`src/rtl/ethirq_pkg.sv`:
```
package ethirq_pkg;
    localparam int STAT_W  = 8;
    localparam int PHY_W   = 9;
    localparam int EXC_W   = 3;
    localparam int ADDR_W  = 2;
    localparam int DATA_W  = 16;
    localparam int HELD_W  = 3;

    localparam int B_RX    = 0;
    localparam int B_TXD   = 1;
    localparam int B_TXE   = 2;
    localparam int B_ALLOC = 3;
    localparam int B_OVRN  = 4;
    localparam int B_EXC   = 5;
    localparam int B_PHY   = 7;

    localparam logic [ADDR_W-1:0] A_IRQ   = 2'd0;
    localparam logic [ADDR_W-1:0] A_EXCEN = 2'd1;
    localparam logic [ADDR_W-1:0] A_PHY   = 2'd2;

    typedef struct packed {
        logic ovrn;
        logic tx_empty;
        logic tx_done;
    } held_t;

    typedef struct packed {
        logic                  rd;
        logic                  wr;
        logic [ADDR_W-1:0]     addr;
        logic [1:0]            be;
        logic [DATA_W-1:0]     wdata;
    } bus_t;

    function automatic logic [STAT_W-1:0] pack_status(
        input logic  phy_chg,
        input logic  exc_hit,
        input held_t held,
        input logic  alloc,
        input logic  rx
    );
        pack_status = {phy_chg, 1'b0, exc_hit, held.ovrn, alloc,
                       held.tx_empty, held.tx_done, rx};
    endfunction

    function automatic held_t pick_held(input logic [STAT_W-1:0] v);
        pick_held.ovrn     = v[B_OVRN];
        pick_held.tx_empty = v[B_TXE];
        pick_held.tx_done  = v[B_TXD];
    endfunction
endpackage

```
`src/rtl/ethirq_sticky.sv`:
```
module ethirq_sticky #(
    parameter int W = 3
) (
    input  logic         clk,
    input  logic         rst,
    input  logic [W-1:0] set_i,
    input  logic [W-1:0] clr_i,
    output logic [W-1:0] q_o
);
    for (genvar i = 0; i < W; i++) begin : g_bit
        logic q;
        always_ff @(posedge clk) begin
            if (rst)           q <= 1'b0;
            else if (set_i[i]) q <= 1'b1;
            else if (clr_i[i]) q <= 1'b0;
        end
        assign q_o[i] = q;

        assert_set_wins_R6: assert property (@(posedge clk) disable iff (rst)
            set_i[i] |=> q_o[i]);
        assert_w1c_clears_R5: assert property (@(posedge clk) disable iff (rst)
            (clr_i[i] && !set_i[i]) |=> !q_o[i]);
        assert_hold_R5: assert property (@(posedge clk) disable iff (rst)
            (q_o[i] && !clr_i[i]) |=> q_o[i]);
    end
endmodule

```
`src/rtl/ethirq_phy_watch.sv`:
```
module ethirq_phy_watch #(
    parameter int W = 9
) (
    input  logic         clk,
    input  logic         rst,
    input  logic [W-1:0] live_i,
    input  logic         refresh_i,
    input  logic         ack_i,
    output logic [W-1:0] snap_o,
    output logic         chg_o
);
    logic [W-1:0] snap_q;
    logic [W-1:0] lock_q;
    logic [W-1:0] diff;
    logic         chg_q;

    assign diff = (live_i ^ snap_q) & ~lock_q;

    always_ff @(posedge clk) begin
        if (rst) begin
            snap_q <= '0;
            lock_q <= '0;
            chg_q  <= 1'b0;
        end else begin
            chg_q <= (|diff) | (chg_q & ~ack_i);
            if (refresh_i) begin
                snap_q <= live_i;
                lock_q <= '0;
            end else begin
                snap_q <= (snap_q & lock_q) | (live_i & ~lock_q);
                lock_q <= lock_q | diff;
            end
        end
    end

    assign snap_o = snap_q;
    assign chg_o  = chg_q;

    assert_locked_hold_R10: assert property (@(posedge clk) disable iff (rst)
        !refresh_i |=> (((snap_o ^ $past(snap_o)) & $past(lock_q)) == '0));
    assert_refresh_live_R10: assert property (@(posedge clk) disable iff (rst)
        refresh_i |=> (snap_o == $past(live_i)));
    assert_clear_by_ack_R9: assert property (@(posedge clk) disable iff (rst)
        $fell(chg_o) |-> $past(ack_i));
endmodule

```
`src/rtl/ethirq_exc.sv`:
```
module ethirq_exc #(
    parameter int N = 3
) (
    input  logic         clk,
    input  logic         rst,
    input  logic         wr_i,
    input  logic [N-1:0] wdata_i,
    input  logic [N-1:0] src_i,
    output logic [N-1:0] en_o,
    output logic         hit_o
);
    logic [N-1:0] en_q;

    always_ff @(posedge clk) begin
        if (rst)       en_q <= '0;
        else if (wr_i) en_q <= wdata_i;
    end

    assign en_o  = en_q;
    assign hit_o = |(src_i & en_q);

    assert_en_stable_R3: assert property (@(posedge clk) disable iff (rst)
        !wr_i |=> $stable(en_o));
endmodule

```
`src/rtl/ethirq_top.sv`:
```
module ethirq_top
    import ethirq_pkg::*;
(
    input  logic              clk,
    input  logic              rst,
    input  logic              rx_pend_i,
    input  logic              alloc_done_i,
    input  logic              tx_done_p_i,
    input  logic              tx_empty_p_i,
    input  logic              rx_ovrn_p_i,
    input  logic [EXC_W-1:0]  exc_src_i,
    input  logic [PHY_W-1:0]  phy_live_i,
    input  logic              rd_en_i,
    input  logic              wr_en_i,
    input  logic [ADDR_W-1:0] addr_i,
    input  logic [1:0]        be_i,
    input  logic [DATA_W-1:0] wdata_i,
    output logic [DATA_W-1:0] rdata_o,
    output logic              irq_o
);
    bus_t              bus;
    logic              ack_lo, mask_wr, exc_wr, phy_rd;
    held_t             held_set, held_clr, held_q;
    logic [STAT_W-1:0] mask_q, status;
    logic [EXC_W-1:0]  exc_en;
    logic              exc_hit, phy_chg;
    logic [PHY_W-1:0]  phy_snap;
    logic              irq_q;

    assign bus = '{rd: rd_en_i, wr: wr_en_i, addr: addr_i, be: be_i, wdata: wdata_i};

    assign ack_lo  = bus.wr && bus.addr == A_IRQ   && bus.be[0];
    assign mask_wr = bus.wr && bus.addr == A_IRQ   && bus.be[1];
    assign exc_wr  = bus.wr && bus.addr == A_EXCEN && bus.be[0];
    assign phy_rd  = bus.rd && bus.addr == A_PHY;

    assign held_set = '{ovrn: rx_ovrn_p_i, tx_empty: tx_empty_p_i, tx_done: tx_done_p_i};
    assign held_clr = ack_lo ? pick_held(bus.wdata[STAT_W-1:0]) : '0;

    ethirq_sticky #(.W(HELD_W)) u_held (
        .clk   (clk),
        .rst   (rst),
        .set_i (held_set),
        .clr_i (held_clr),
        .q_o   (held_q)
    );

    ethirq_exc #(.N(EXC_W)) u_exc (
        .clk     (clk),
        .rst     (rst),
        .wr_i    (exc_wr),
        .wdata_i (bus.wdata[EXC_W-1:0]),
        .src_i   (exc_src_i),
        .en_o    (exc_en),
        .hit_o   (exc_hit)
    );

    ethirq_phy_watch #(.W(PHY_W)) u_phy (
        .clk       (clk),
        .rst       (rst),
        .live_i    (phy_live_i),
        .refresh_i (phy_rd),
        .ack_i     (ack_lo && bus.wdata[B_PHY]),
        .snap_o    (phy_snap),
        .chg_o     (phy_chg)
    );

    assign status = pack_status(phy_chg, exc_hit, held_q, alloc_done_i, rx_pend_i);

    always_ff @(posedge clk) begin
        if (rst) begin
            mask_q <= '0;
            irq_q  <= 1'b0;
        end else begin
            if (mask_wr) mask_q <= bus.wdata[DATA_W-1:STAT_W];
            irq_q <= |(status & mask_q);
        end
    end

    always_comb begin
        case (bus.addr)
            A_IRQ:   rdata_o = {mask_q, status};
            A_EXCEN: rdata_o = {{(DATA_W-EXC_W){1'b0}}, exc_en};
            A_PHY:   rdata_o = {{(DATA_W-PHY_W){1'b0}}, phy_snap};
            default: rdata_o = '0;
        endcase
    end

    assign irq_o = irq_q;

    assert_masked_quiet_R11: assert property (@(posedge clk) disable iff (rst)
        (mask_q == '0) |=> !irq_o);
    assert_mask_hold_R4: assert property (@(posedge clk) disable iff (rst)
        !mask_wr |=> $stable(mask_q));
    assert_rx_live_R7: assert property (@(posedge clk) disable iff (rst)
        (bus.rd && bus.addr == A_IRQ) |-> (rdata_o[B_RX] == rx_pend_i));
endmodule

```
`config.mk`:
```
export PLATFORM = sky130hd
export DESIGN_NAME = ethirq_top
export DESIGN_NICKNAME = d
export VERILOG_FILES = /design/src/rtl/ethirq_pkg.sv /design/src/rtl/ethirq_sticky.sv /design/src/rtl/ethirq_phy_watch.sv /design/src/rtl/ethirq_exc.sv /design/src/rtl/ethirq_top.sv
export SDC_FILE = /design/constraint.sdc
export NUM_CORES = 1
export LEC_CHECK = 0
export ABC_AREA = 1
export BUFFER_PORTS_ARGS = -buffer_cell sky130_fd_sc_hd__clkbuf_2
export CAP_MARGIN = 20
export CORE_ASPECT_RATIO = 1.1
export CORE_MARGIN = 2
export CORE_UTILIZATION = 23
export CTS_CLUSTER_DIAMETER = 120
export DETAILED_ROUTE_END_ITERATION = 6
export PLACE_DENSITY_LB_ADDON = 0.15
export SETUP_SLACK_MARGIN = 0.4
export SYNTH_ARGS = -nofsm -noshare
export SYNTH_HDL_FRONTEND = slang
export SYNTH_SLANG_ARGS = --single-unit
```
`constraint.sdc`:
```
create_clock -name clk -period 1.2 [get_ports clk]
set_clock_uncertainty 0.1 [all_clocks]
set_input_delay 0.18 -clock clk [delete_from_list [all_inputs] [get_ports clk]]
set_output_delay 0.18 -clock clk [all_outputs]
set_load 0.01 [all_outputs]
```
# Word-level counts from Yosys, hierarchy flattened
# Cells that the tools add are included.
[op_classes]
n_eq_ne = 2
mux = 9
n_bitwise = 12
n_reduce_logical = 15
[ops]
columns = ["op", "n"]
rows = [
  ["one-hot mux 16 bit (3 select lines)", 1],
  ["bitwise AND 9 bit", 3],
  ["OR 9 bit", 2],
  ["two-way mux 9 bit", 1],
  ["NOT 9 bit", 1],
  ["OR reduction 9 bit", 1],
  ["XOR 9 bit", 1],
  ["bitwise AND 8 bit", 1],
  ["OR reduction 8 bit", 1],
  ["logical AND 1 bit", 7],
  ["two-way mux 1 bit", 6],
  ["nonzero test 2 bit", 3],
  ["bitwise AND 3 bit", 1],
  ["two-way mux 3 bit", 1],
  ["OR reduction 3 bit", 1],
  ["equality test 2 x 1 -> 1 bit (second input constant)", 1],
  ["equality test 2 bit (second input constant)", 1],
  ["zero test 2 bit", 1],
  ["OR reduction 2 bit", 1],
  ["bitwise AND 1 bit", 1],
  ["NOT 1 bit", 1],
  ["OR 1 bit", 1],
]
[word_totals]
reg_bits = 34
in_bits = 41

# Longest topological paths before layout
# Gate-level depths: netlist of run 1.
[logic_depth]
ltp_word = 7
mapped_depth = 9

# Hierarchy
# Synthesis of run 1 repeated with hierarchy kept, for this count alone.
[unflattened]
hier_cells = 285
hier_area_um2 = 1904.3
[by_module_without_submodules]
columns = ["module", "n_inst", "cells_per_inst", "area_each_um2"]
rows = [
  ["ethirq_phy_watch", 1, 132, 964.7],
  ["ethirq_top", 1, 112, 671.9],
  ["ethirq_exc", 1, 23, 136.4],
  ["ethirq_sticky", 1, 18, 131.4],
]

# Worst setup path after synthesis of run 1
# No wires, ideal clock.
[synth_timing]
kind = "input to output"
start = "in addr_i[0]"
end = "out rdata_o[2]"
arrival_ns = 0.751
t_required_ns = 0.920
path_slack_ns = 0.169
path_stages = 4
path_buffers = 1
cell_sequence = "nor2_2 -> buf_4 -> inv_2 -> o221ai_1"
[synth_between]
elab_chain_cells = 2
word_cells_on_any_way = 4
cone_classes = "2 x eq/ne; 1 x mux; 1 x reduce/logical"
[synth_lines]
columns = ["item", "line", "rtl"]
rows = [
  ["from (decl)", "ethirq_top.sv:15", "input logic [ADDR_W-1:0] addr_i,"],
  ["equality test 2 bit (tied with other cells)", "ethirq_top.sv:81", "case (bus.addr)"],
  ["one-hot mux 16 bit (3 select lines) (*)", "ethirq_top.sv:81", ""],
  ["to (decl)", "ethirq_top.sv:18", "output logic [DATA_W-1:0] rdata_o,"],
]
# Every way passes the cells marked *; elsewhere a longest branch is shown, timed or not.

==> results summary, run 1 <==
The run finished, with violations left. The checks that failed: setup timing. Of the synthesized area, sequential elements account for 0.425. The clock transition time at the flip-flop clock pins of the worst setup and hold paths came out at 0.07 ns. The max-slew violation total from the final report was 0. The worst pin sits at a relative slew slack of 0.851. The distinct cell type count after synthesis is 18. The TritonCTS clock tree is done. The worst path in the final design needs a cycle of 1.33 ns, including I/O delays and setup.

After synthesis the cells add up to roughly 0.0016 mm^2. The floorplan step set the die height to 91.5 um. The final design instance area without fill is 0.00292 mm^2. The post-synthesis area per instance came out at 6.51 um^2. The number of levels the H-tree was split into came out at 2. The worst endpoint required time came out at 0.92 ns. The tool flagged a number of max-cap violations equal to 0.

The compound-cell area share of the yosys netlist is 0.199. In this run the most critical hold path is launched from tx_empty_p_i. The portion of synthesized cell area occupied by the leading cell type came out at 0.425. The via density per instance came out at 4.35.

The fraction of layout cells with a size suffix above 1 came out at 0.629. Dividing total power by cell area gives a power density of 1040 mW/mm^2. The detailed-router iteration count before antenna repair came out at 4. nand2_1 is the most common cell in the netlist. The number of primary I/O pins is 58. Setup repair after global routing could not meet its margin everywhere. The net count of the finished layout is 377.

Entering global routing, the biggest net connects 17 pins. The first global-routing pass estimated 8.54 mm of wire. Once routing completed, OpenROAD measured the worst setup slack at -0.130 ns. Wires add up to 5.54 mm.

The post-detailed-route DRC marker count is 0. The fraction of the cycle the final worst path needs came out at 1.11. The number of synthesized flops with an enable pin is 0. At the pin with the least slew margin, the transition time is between 0.2 and 0.25 ns.

CTS placed an instance of clkbuf_8 at the clock tree root. The post-synthesis instance total came out at roughly 250. The average detailed-routed wire length per instance came out at 13.2 um. The largest buffer count on any clock path is 2. The clock buffer count from CTS came out at 5. By area, the combinational part of the netlist is dominated by simple AND/OR/NAND/NOR gates. The worst register-to-register path has a depth of 10. After detailed placement, the design holds a cell count of around 390. The net count after synthesis came out at 287. The placement row count came out at 31. STA classifies the critical path endpoint as an output port.

The area growth from synthesis to layout is 82.2%. Counting instances in the post-synthesis netlist gives the leading cell types as nand2_1, inv_1, dfxtp_1. The residual overflow from global routing came out at 0.

The number of nets with antenna violations after routing came out at 0. The arrival time of data at the critical path endpoint is 1.05 ns. Of the total synthesized cell area, the portion taken by XOR and XNOR cells is 0. The synthesis warning total came out at 0.

The routability congestion estimate from global placement came out at 0.710. The post-synthesis share of cell area spent on and, or, nand and nor gates is 0.254. The final hold violation count came out at 0. The area of the core came out at 0.00667 mm^2. The maximum achievable frequency came out at ~0.75 GHz. The global-route usage over all layers came out at 0.141. The later pin in the worst-skew pair is clocked with a latency of ~0.29 ns.

Ranked by total cell area, the synthesized netlist is headed by dfxtp_1, nand2_1, inv_1, a21oi_1, o21ai_0. The largest driver fanout on the critical path is 3. The cell depth of the worst hold path came out at 3. In this run the worst hold path is classified as input pin to flip-flop. The die area is 0.00765 mm^2.

The detailed-route via count came out at 1821. The final cell utilization of the core is 0.437. The adder-cell area share of the yosys netlist came out at 0. The biggest area consumer among synthesized cells is dfxtp_1. The critical path in this run is classified as flip-flop to output port. Synthesis inferred 34 register bits. The initial core utilization is 0.240. The number of antenna diodes in the final layout is 0. The kind of start point of the critical path is a flip-flop. The via count of the first global-routing pass came out at 1794.

The initial antenna violation count was 0. In the synthesized netlist the async set-or-reset flop fraction comes to 0. The half-perimeter wire length after placement came out at 3.69 mm.

The non-filler instance count after layout came out at approximately 420. The die outline width is 83.6 um. The worst supply voltage drop on vdd came out at approximately 0.00073 V. Buffers inserted to repair hold after CTS numbered 0. Clock tree synthesis found a total of 34 sinks. The static leakage came out at 1.35 nW. The number of DRC markers after the initial detailed-route iteration is 45.

The number of failing setup endpoints in the final timing report is 12. The mux cell area share after synthesis is 0. The most used flip-flop cell after synthesis is dfxtp_1.

The cell area after placement came out at 0.00214 mm^2. The total of buffers placed on input and output ports is 54.
[metal layers]
layer,up-vias,share of wire,track usage
li1,967,-,-
met1,808,0.44,0.172
met2,39,0.50,0.245
met3,7,0.048,0.0391
met4,0,0.011,0.0376
met5,-,0,0
[critical path, cell delays in order (launching register included)]
cell     delay (ns)
dfxtp_2        0.34
inv_2          0.04
buf_6          0.11
o22ai_2        0.13
buf_2          0.15
[repair_timing]
item,CTS,global route
setup buffers,11,6
resized for setup,100,68
setup endpoints to repair,50,51
pin swaps,24,23
gates cloned,3,2
[cells in the final DEF (no fill, tap or decap)]
cell type   instances
dfxtp_2            20
nand2_2            21
clkbuf_2           35
nand2_4             6
o221ai_2            1
o211ai_1            2
inv_2              14
clkinvlp_4          1
nor3_2              1
nor2_2              6
nand3_4             6
inv_8               2
o22ai_2             2
dfxtp_1            14
nand2_8             2
buf_4              10
a21oi_2            14
buf_12              3
nor2_4              4
buf_8               3
buf_6              15
nor2_1             10
inv_1              29
o21ai_4             1
clkbuf_16           2
o31ai_4             1
a21oi_1            17
o21ai_2            16
inv_4               1
clkbuf_8            8
nand3_2             2
o21ai_1             6
o21ai_0             1
buf_2              15
nand3_1             8
nand2_1            38
[power by group]
group | switching, mW | internal [mW] | total (mW)
Clock | 0.438 | 0.580 | 1.02
Combinational | 0.403 | 0.340 | 0.742
Sequential | 0.0634 | 1.22 | 1.28
Total | 0.904 | 2.14 | 3.05
[through the flow]
stage	setup WS (ns)	TNS [ns]	power, mW	hold slack, ns
finish	-0.130	-0.740	3.05	0.0116
global route	-0.198	-1.51	3.22	0.00857
CTS	-0.152	-1.03	2.96	0.0104
detailed placement	-0.0723	-0.312	1.77	0.316
global placement	-0.0702	-0.427	1.77	0.299
floorplan	0.222	0	1.57	0.149
[path summary, 6_finish.rpt]
kind,endpoint,slack [ns]
setup / recovery,rdata_o[3],-0.13
hold / removal,u_held.g_bit[1].q,0.01
setup reg to reg,u_phy.chg_o,0.05
hold reg to reg,irq_o,0.37
[cell families (layout without fill, tap and decap cells)]
kind of cell           after synthesis  in the layout
and+or+nand+nor                    101            104
AOI/OAI and AO/OA                   61             61
buffers and inverters               50            138
DFF                                 34             34
[area by class of cell]
type | instances | area (um^2)
clock buffer | 8 | 110
fill | 700 | 3750
inverter | 46 | 190
multi-input combinational | 165 | 1150
sequential | 34 | 706
tap | 82 | 103
timing repair buffer | 83 | 649
timing repair inverter | 1 | 7.51
(Power assumes the default switching activity.)
==> run 2: changes to the inputs <==
Settings changed: SYNTH_HIERARCHICAL set to 1.
==> run 2 against run 1 <==
Against the previous run:
- setup slack worse by 0.11 ns
- critical path depth stayed put
- core utilization is 2.4 points lower
- critical path type unchanged
- the flow still finishes with violations (setup timing)
- area after synthesis is 19% higher
- sequential power is 3% higher
- highest routed layer unchanged
- sequential share of layout area is 2.2 points lower
- first-iteration DRC count is 24% higher
- largest power group unchanged
- global-route usage is 1.2 points lower
==> results summary, run 2 <==
Status: finished, violations left (unchanged). Violations in the final reports: setup timing (unchanged). RSZ-0062 raised after global routing: yes (unchanged). The area of the core came out at 0.00796 mm^2 (was 0.00667 mm^2). The depth of the worst register-to-register path is 9 (was 10). The TritonCTS clock tree is done (unchanged). The distinct cell type count after synthesis is 24 (was 18). The post-synthesis area per instance came out at 6.68 um^2 (was 6.51 um^2). Most used cells in the layout excluding fill and tap cells: inv_1, nand2_1, clkbuf_2, buf_6, dfxtp_2 (was nand2_1, clkbuf_2, inv_1, nand2_2, dfxtp_2). The slowest cell on the critical path is dfxtp_2 (unchanged).

The synthesis warning total came to 6 (was 0). The delay of the slowest cell on the worst path is 0.33 ns (was 0.34 ns). The arrival time of data at the critical path endpoint was 1.16 ns (was 1.05 ns).

The initial antenna violation count came out at 0 (unchanged). The number of nets with antenna violations after routing is 0 (unchanged). The final design instance area without fill is 0.00329 mm^2 (was 0.00292 mm^2). The area growth from synthesis to layout is 72.7% (was 82.2%). The kind of start point of the critical path is a flip-flop (unchanged). The final period demand of the worst path came out at 1.44 ns (was 1.33 ns). The met1 capacity usage during global routing came out at 0.160 (was 0.172). The clock transition time at the flip-flop clock pins of the worst setup and hold paths is 0.08 ns (was 0.07 ns).

The proportion of synthesized chip area in sequential cells is 0.357 (was 0.425). The power density normalized to cell area is 909 mW/mm^2 (was 1040 mW/mm^2). The cell total after placement came out at 456 (was 389). The number of primary I/O pins is 58 (unchanged). The post-synthesis instance total came out at 285 (was 246).

The via count of the first global-routing pass is 2023 (was 1794). The global-route wire length before repair is 9.32 mm (was 8.54 mm). The post-detailed-route DRC marker count is 0 (unchanged). The worst supply voltage drop on vdd came to 0.000381 V (was 0.000729 V).

The largest driver fanout on the critical path is 2 (was 3). The routability congestion estimate from global placement is 0.770 (was 0.710). The hold buffer count at CTS was 0 (unchanged). The global-route track usage on met3 came out at 0.0242 (was 0.0391). In this run the worst setup path begins at u_exc/en_o[0].

The most frequent standard cell in the layout excluding fill and tap cells was inv_1 (was nand2_1). The total negative setup slack is -0.875 ns (was -0.740 ns). The cell area after placement came out at 0.00249 mm^2 (was 0.00214 mm^2).

The fraction of layout cells with a size suffix above 1 came out at 0.582 (was 0.629). The clock root buffer is clkbuf_8 (unchanged). The initial core utilization came out at 0.239 (was 0.240). The non-filler instance count after layout was 486 (was 419).

The detailed-router iteration count before antenna repair came to 4 (unchanged). The net count after synthesis is 326 (was 287). The total length of routed wires came to 5.59 mm (was 5.54 mm). The placement row count is 34 (was 31). The hold slack was 0.00727 ns (was 0.0116 ns). Ranking of synthesized cells by area: dfxtp_1, nand2_1, inv_1, nor2_1, a311oi_2 (was dfxtp_1, nand2_1, inv_1, a21oi_1, o21ai_0).

The max-slew violation total from the final report is 0 (unchanged). The number of DRC markers after the initial detailed-route iteration was 56 (was 45). The clock net sink count came out at 34 (unchanged). The filler cell count was 849 (was 700). The residual overflow from global routing was 0 (unchanged). The number of synthesized flops with an enable pin is 0 (unchanged). The biggest area consumer among synthesized cells is dfxtp_1 (unchanged). The sort of element at the end of the critical path is an output port (unchanged). The number of levels the H-tree was split into is 2 (unchanged). The global-route usage over all layers is 0.130 (was 0.141). The largest buffer count on any clock path is 2 (unchanged).

The post-synthesis instance area is 0.00190 mm^2 (was 0.00160 mm^2). The leading register cell type out of synthesis is dfxtp_1 (unchanged). The most heavily used metal layer in global routing is met2 (unchanged). The final hold violation count came out at 0 (unchanged). The die area is 0.00902 mm^2 (was 0.00765 mm^2).

The half-perimeter wire length after placement is 4.09 mm (was 3.69 mm). The number of failing setup endpoints in the final timing report is 8 (was 12). The clock buffer count from CTS is 5 (unchanged). The class of the tightest hold or removal check is input pin to flip-flop (unchanged). The fraction of the cycle the final worst path needs came out at 1.20 (was 1.11). The number of diodes added for antenna fixing is 0 (unchanged). The worst-case headroom to the max-slew limit came out at 0.783 (was 0.851). The portion of synthesized cell area occupied by the leading cell type is 0.357 (was 0.425). The via density per instance came out at 4.08 (was 4.35). The average detailed-routed wire length per instance is 11.5 um (was 13.2 um). The async set or reset register ratio after synthesis came out at 0 (unchanged). Cell-by-cell trace of the critical path: nand2_2 -> nand3_4 -> a22o_1 -> buf_2 (was inv_2 -> buf_6 -> o22ai_2 -> buf_2). The worst reg-to-reg setup slack is 0.06 ns (was 0.05 ns). The clock latency at the later pin of the worst-skew pair was 0.29 ns (about the same).

The minimum setup slack in the final design came to -0.236 ns (was -0.130 ns). The height of the die came out at 99.4 um (was 91.5 um). The path type of the worst setup path is flip-flop to output port (unchanged). The most numerous cell in the Yosys netlist was nand2_1 (unchanged).

The maximum achievable frequency came out at 0.696 GHz (was 0.752 GHz). The end point of the critical path was rdata_o[5] (was rdata_o[3]). The flip-flop and latch count after synthesis is 34 (unchanged). The largest delay contributor family on the critical path is flip-flops (unchanged). The largest net degree at the start of global routing is 11 (was 17).

Most used standard cells in the synthesized netlist: nand2_1, inv_1, nor2_1 (was nand2_1, inv_1, dfxtp_1). The end of the worst register-to-register path was u_phy/chg_o (was u_phy.chg_o). The die outline width is 90.8 um (was 83.6 um). The detailed-route via count is 1982 (was 1821). The reported max-cap violation count came out at 0 (unchanged). The number of nets in the layout is 418 (was 377). The met2 capacity usage during global routing is 0.226 (was 0.245). The pin slew with the least headroom to its limit was 0.325 ns (was 0.224 ns). The static leakage is 1.59 nW (was 1.35 nW). The sum of buffers and inverters on the critical path came out at 1 (was 3). The number of cells on the critical path is 4 (unchanged). The worst endpoint required time is 0.92 ns (about the same). The total of buffers placed on input and output ports came out at 54 (unchanged).
run 2: timing repair:
action                                 CTS  global route
resized for setup                       95            90
pin swaps                               37            37
setup buffers                           11             9
endpoints found under the hold margin    0             0
setup endpoints to repair               51            51
cloned                                   2             0
run 2: power breakdown:
| part | leakage [nW] | switching [mW] | internal [mW] |
|---|---|---|---|
| clock | 0.0482 | 0.435 | 0.464 |
| combinational | 1.25 | 0.380 | 0.392 |
| sequential | 0.291 | 0.0979 | 1.22 |
| total | 1.59 | 0.913 | 2.08 |
run 2: stage by stage:
step           utilization  setup slack, ns  power [mW]
2_1_floorplan            -          -0.0566        1.64
3_5_place_dp         0.314           -0.186        1.85
3_3_place_gp         0.314           -0.150        1.85
5_1_grt              0.413           -0.311        3.17
4_1_cts              0.366           -0.262        2.91
6_report             0.413           -0.236        2.99
run 2: logic make-up (layout without fill, tap and decap cells):
group	Yosys count	in the layout	synth area share
AO/OA/AOI/OAI	36	36	0.141
buffers and inverters	71	164	0.156
flip-flops	34	34	0.357
AND/OR/NAND/NOR	144	144	0.346
run 2: how the worst min path moves through the flow:
stage                startpoint           endpoint  slack [ns]  cells past startpoint
CTS                 tx_done_p_i  u_held/g_bit[0].q      0.0009                      3
finish              tx_done_p_i  u_held/g_bit[0].q       0.007                      3
detailed placement  tx_done_p_i  u_held/g_bit[0].q        0.32                      3
global placement    tx_done_p_i  u_held/g_bit[0].q        0.31                      3
global route        rx_ovrn_p_i  u_held/g_bit[2].q        0.01                      3
floorplan                   rst              irq_o        0.15                      1
run 2: worst reg2reg max path: stages (launching register included):
cell and delay (ns):
dfxtp_2 0.33, buf_6 0.11, inv_4 0.05, nand2_2 0.04, nand3b_1 0.08, nand2_1 0.06
nor2_2 0.08, nand3_1 0.08, nand2_1 0.06, inv_1 0.03
run 2: per-layer routing:
metal | wire length (um) | part of all wire
met5 | 0 | 0
met4 | 34 | 0.0061
met3 | 173 | 0.031
met2 | 2880 | 0.51
met1 | 2510 | 0.45
run 2: final cells by class:
| class | instances | area (um^2) | share of cell area |
|---|---|---|---|
| Multi-Input combinational cell | 180 | 1290 | 0.392 |
| Timing Repair Buffer | 90 | 737 | 0.224 |
| Sequential cell | 34 | 722 | 0.219 |
| Inverter | 65 | 299 | 0.0909 |
| Tap cell | 108 | 135 | 0.0411 |
| Clock buffer | 7 | 86.3 | 0.0262 |
| Timing Repair inverter | 1 | 16.3 | 0.00494 |
| Clock inverter | 1 | 5.00 | 0.00152 |
==> run 3: changes to the inputs <==
Settings changed: CORE_UTILIZATION 23 to 51.
==> run 3 against run 2 <==
Against the previous run:
- clock-buffer cell count fell by 1
- largest cell class unchanged
- design area fell by 7.1%
- total power rose by 6.0%
- fmax rose by 0.47%
- via count rose by 8.0%
- worst hold slack improved by 0.0016 ns
- sequential share of layout area rose by 1.5 points
- first-iteration DRC count rose by 130%
- the flow still finishes with violations (setup timing)
==> results summary, run 3 (synthesis results as in run 2) <==
The hold slack came out at 0.00886 ns (was 0.00727 ns). The area of the core is 0.00363 mm^2 (was 0.00796 mm^2). The switching fraction of total power is 0.300 (was 0.306). The TritonCTS clock tree is done (unchanged). The number of failing setup endpoints in the final timing report is 15 (was 8). The number of nets with antenna violations after routing was 0 (unchanged).

The combinational share of power is 0.247 (was 0.258). The sort of element at the end of the critical path is an output port (unchanged). The global-route usage over all layers is 0.244 (was 0.130). The via density per instance came out at 5.08 (was 4.08). The residual overflow from global routing is 0 (unchanged). RSZ-0062 raised after global routing: yes (unchanged). The maximum achievable frequency is 0.700 GHz (was 0.696 GHz). The number of diodes added for antenna fixing is 0 (unchanged). The pin slew with the least headroom to its limit came out at 0.341 ns (was 0.325 ns). The clock root buffer is clkbuf_8 (unchanged). The kind of start point of the critical path is a flip-flop (unchanged).

The max-slew violation total from the final report was 0 (unchanged). The routability congestion estimate from global placement came out at 0.790 (was 0.770). The initial antenna violation count came out at 0 (unchanged). The placement row count came to 23 (was 34). The die area is 0.00424 mm^2 (was 0.00902 mm^2). The static leakage came out at 1.51 nW (was 1.59 nW).

The reported max-cap violation count is 0 (unchanged). The class of the tightest hold or removal check is input pin to flip-flop (unchanged). The global-route wire length before repair came out at 7.98 mm (was 9.32 mm). The switching power came to 0.950 mW (was 0.913 mW).

The fraction of layout cells with a size suffix above 1 was 0.577 (was 0.582). The cell total after placement is 397 (was 456). The number of nets in the layout is 411 (was 418).

The half-perimeter wire length after placement came to 3.42 mm (was 4.09 mm). Status: finished, violations left (unchanged). The delay of the slowest cell on the worst path is 0.34 ns (was 0.33 ns). The path type of the worst setup path was flip-flop to output port (unchanged). The worst slack at placement came out at -0.170 ns (was -0.186 ns). The area growth from synthesis to layout is 60.4% (was 72.7%).

The number of levels the H-tree was split into is 2 (unchanged). The clock buffer count from CTS came out at 5 (unchanged). The post-detailed-route DRC marker count is 0 (unchanged). The depth of the worst register-to-register path is 9 (unchanged). The cell depth of the worst hold path is 3 (unchanged). The clock transition time at the flip-flop clock pins of the worst setup and hold paths was 0.08 ns (about the same). The minimum setup slack in the final design is -0.229 ns (was -0.236 ns). The number of primary I/O pins came out at 58 (unchanged). The detailed-router iteration count before antenna repair was 4 (unchanged). The worst supply voltage drop on vdd is 0.000923 V (was 0.000381 V). The proportion of power drawn by flip-flops and latches came out at 0.416 (was 0.441).

Most used cells in the layout excluding fill and tap cells: inv_1, clkbuf_2, nand2_1, nor2_1, dfxtp_2 (was inv_1, nand2_1, clkbuf_2, buf_6, dfxtp_2). The fraction of the cycle the final worst path needs is 1.19 (was 1.20). The arrival time of data at the critical path endpoint is 1.15 ns (was 1.16 ns). The initial core utilization is 0.525 (was 0.239). The internal power consumption is 2.22 mW (was 2.08 mW). Violations in the final reports: setup timing (unchanged).

The worst-case headroom to the max-slew limit is 0.773 (was 0.783). The average detailed-routed wire length per instance came to 14.3 um (was 11.5 um). The total length of routed wires came out at 6.02 mm (was 5.59 mm). The total of buffers placed on input and output ports came out at 54 (unchanged). The clock latency at the later pin of the worst-skew pair is 0.29 ns (about the same). The part of the total power dissipated in the clock network came out at 0.337 (was 0.301). The number of DRC markers after the initial detailed-route iteration is 126 (was 56). The largest buffer count on any clock path was 2 (unchanged). The detailed-route via count came out at 2140 (was 1982). The largest driver fanout on the critical path was 2 (unchanged).

The clock net sink count came to 34 (unchanged). The largest net degree at the start of global routing is 17 (was 11). The via count of the first global-routing pass came to 1881 (was 2023). The non-filler instance count after layout was 421 (was 486). The slowest cell on the critical path is dfxtp_2 (unchanged). The final hold violation count was 0 (unchanged). The worst endpoint required time is 0.92 ns (about the same). The final period demand of the worst path is 1.43 ns (was 1.44 ns). The height of the die came out at 68.1 um (was 99.4 um). The final cell utilization of the core came out at 0.843 (was 0.413).

The power density normalized to cell area came out at 1040 mW/mm^2 (was 909 mW/mm^2). The most frequent standard cell in the layout excluding fill and tap cells was inv_1 (unchanged). Cell-by-cell trace of the critical path: nand2_2 -> nand3_2 -> a22o_1 -> clkbuf_2 (was nand2_2 -> nand3_4 -> a22o_1 -> buf_2).

The total negative setup slack was -0.907 ns (was -0.875 ns). The hold buffer count at CTS came out at 0 (unchanged). The die outline width came out at 62.3 um (was 90.8 um).
run 3: changes by cell type in the layout (fill, tap and decap cells not counted), moves of 4 or more:
cell / before / now
nor2_4: 14 / 10
clkbuf_2: 37 / 45
buf_6: 31 / 21
nand2_2: 17 / 21
buf_4: 15 / 11
nand2_1: 43 / 39
nand3_2: 2 / 6
run 3: through the flow:
stage                     power (mW)  instance area [um^2]
final                           3.17                  3060
after global routing            3.30                  3060
after CTS                       3.01                  2780
after detailed placement        1.84                  2410
after global placement          1.82                  2410
after floorplan                 1.64                  2030
run 3: path summary, 6_finish.rpt:
path | from | to | slack (ns)
max | u_exc/en_o[1] | rdata_o[5] | -0.23
min | tx_done_p_i | u_held/g_bit[0].q | 0.009
max reg2reg | flip-flop | u_phy/chg_o | 0.02
min reg2reg | mask_q[6] | mask_q[6] | 0.39
run 3: critical path: cells and delay by family (launching register included):
family | cells | cell delay [ns]
compound gates | 1 | 0.23
buf+inv | 1 | 0.12
flops | 1 | 0.34
simple gates | 2 | 0.17
run 3: routing by layer:
metal	vias up	share of wire	routed length [um]	track usage
met5	-	0	0	0
met4	0	0.053	318	0.122
met3	30	0.051	309	0.0625
met2	89	0.52	3100	0.448
met1	971	0.38	2290	0.267
li1	1050	-	-	-
run 3: cell type report:
cell class	instances	area, um^2
Multi-Input combinational cell	181	1250
Fill cell	236	571
Timing Repair inverter	1	16.3
Tap cell	50	62.6
Clock buffer	6	72.6
Sequential cell	34	716
Inverter	65	292
Timing Repair Buffer	82	609
Clock inverter	2	37.5
run 3: what timing repair did:
action,CTS,global route
endpoints found under the setup margin,51,51
gates resized for setup,79,72
hold endpoints to repair,0,0
pin swaps,26,33
cloned,0,2
buffers inserted,8,6
run 3: power by group through the flow:
stage               logic (mW)  registers, mW  clock network [mW]
finish                   0.782           1.32                1.07
global route             0.841           1.33                1.13
CTS                      0.636           1.30                1.07
detailed placement       0.526           1.31                   0
global placement         0.516           1.31                   0
floorplan                0.354           1.29                   0
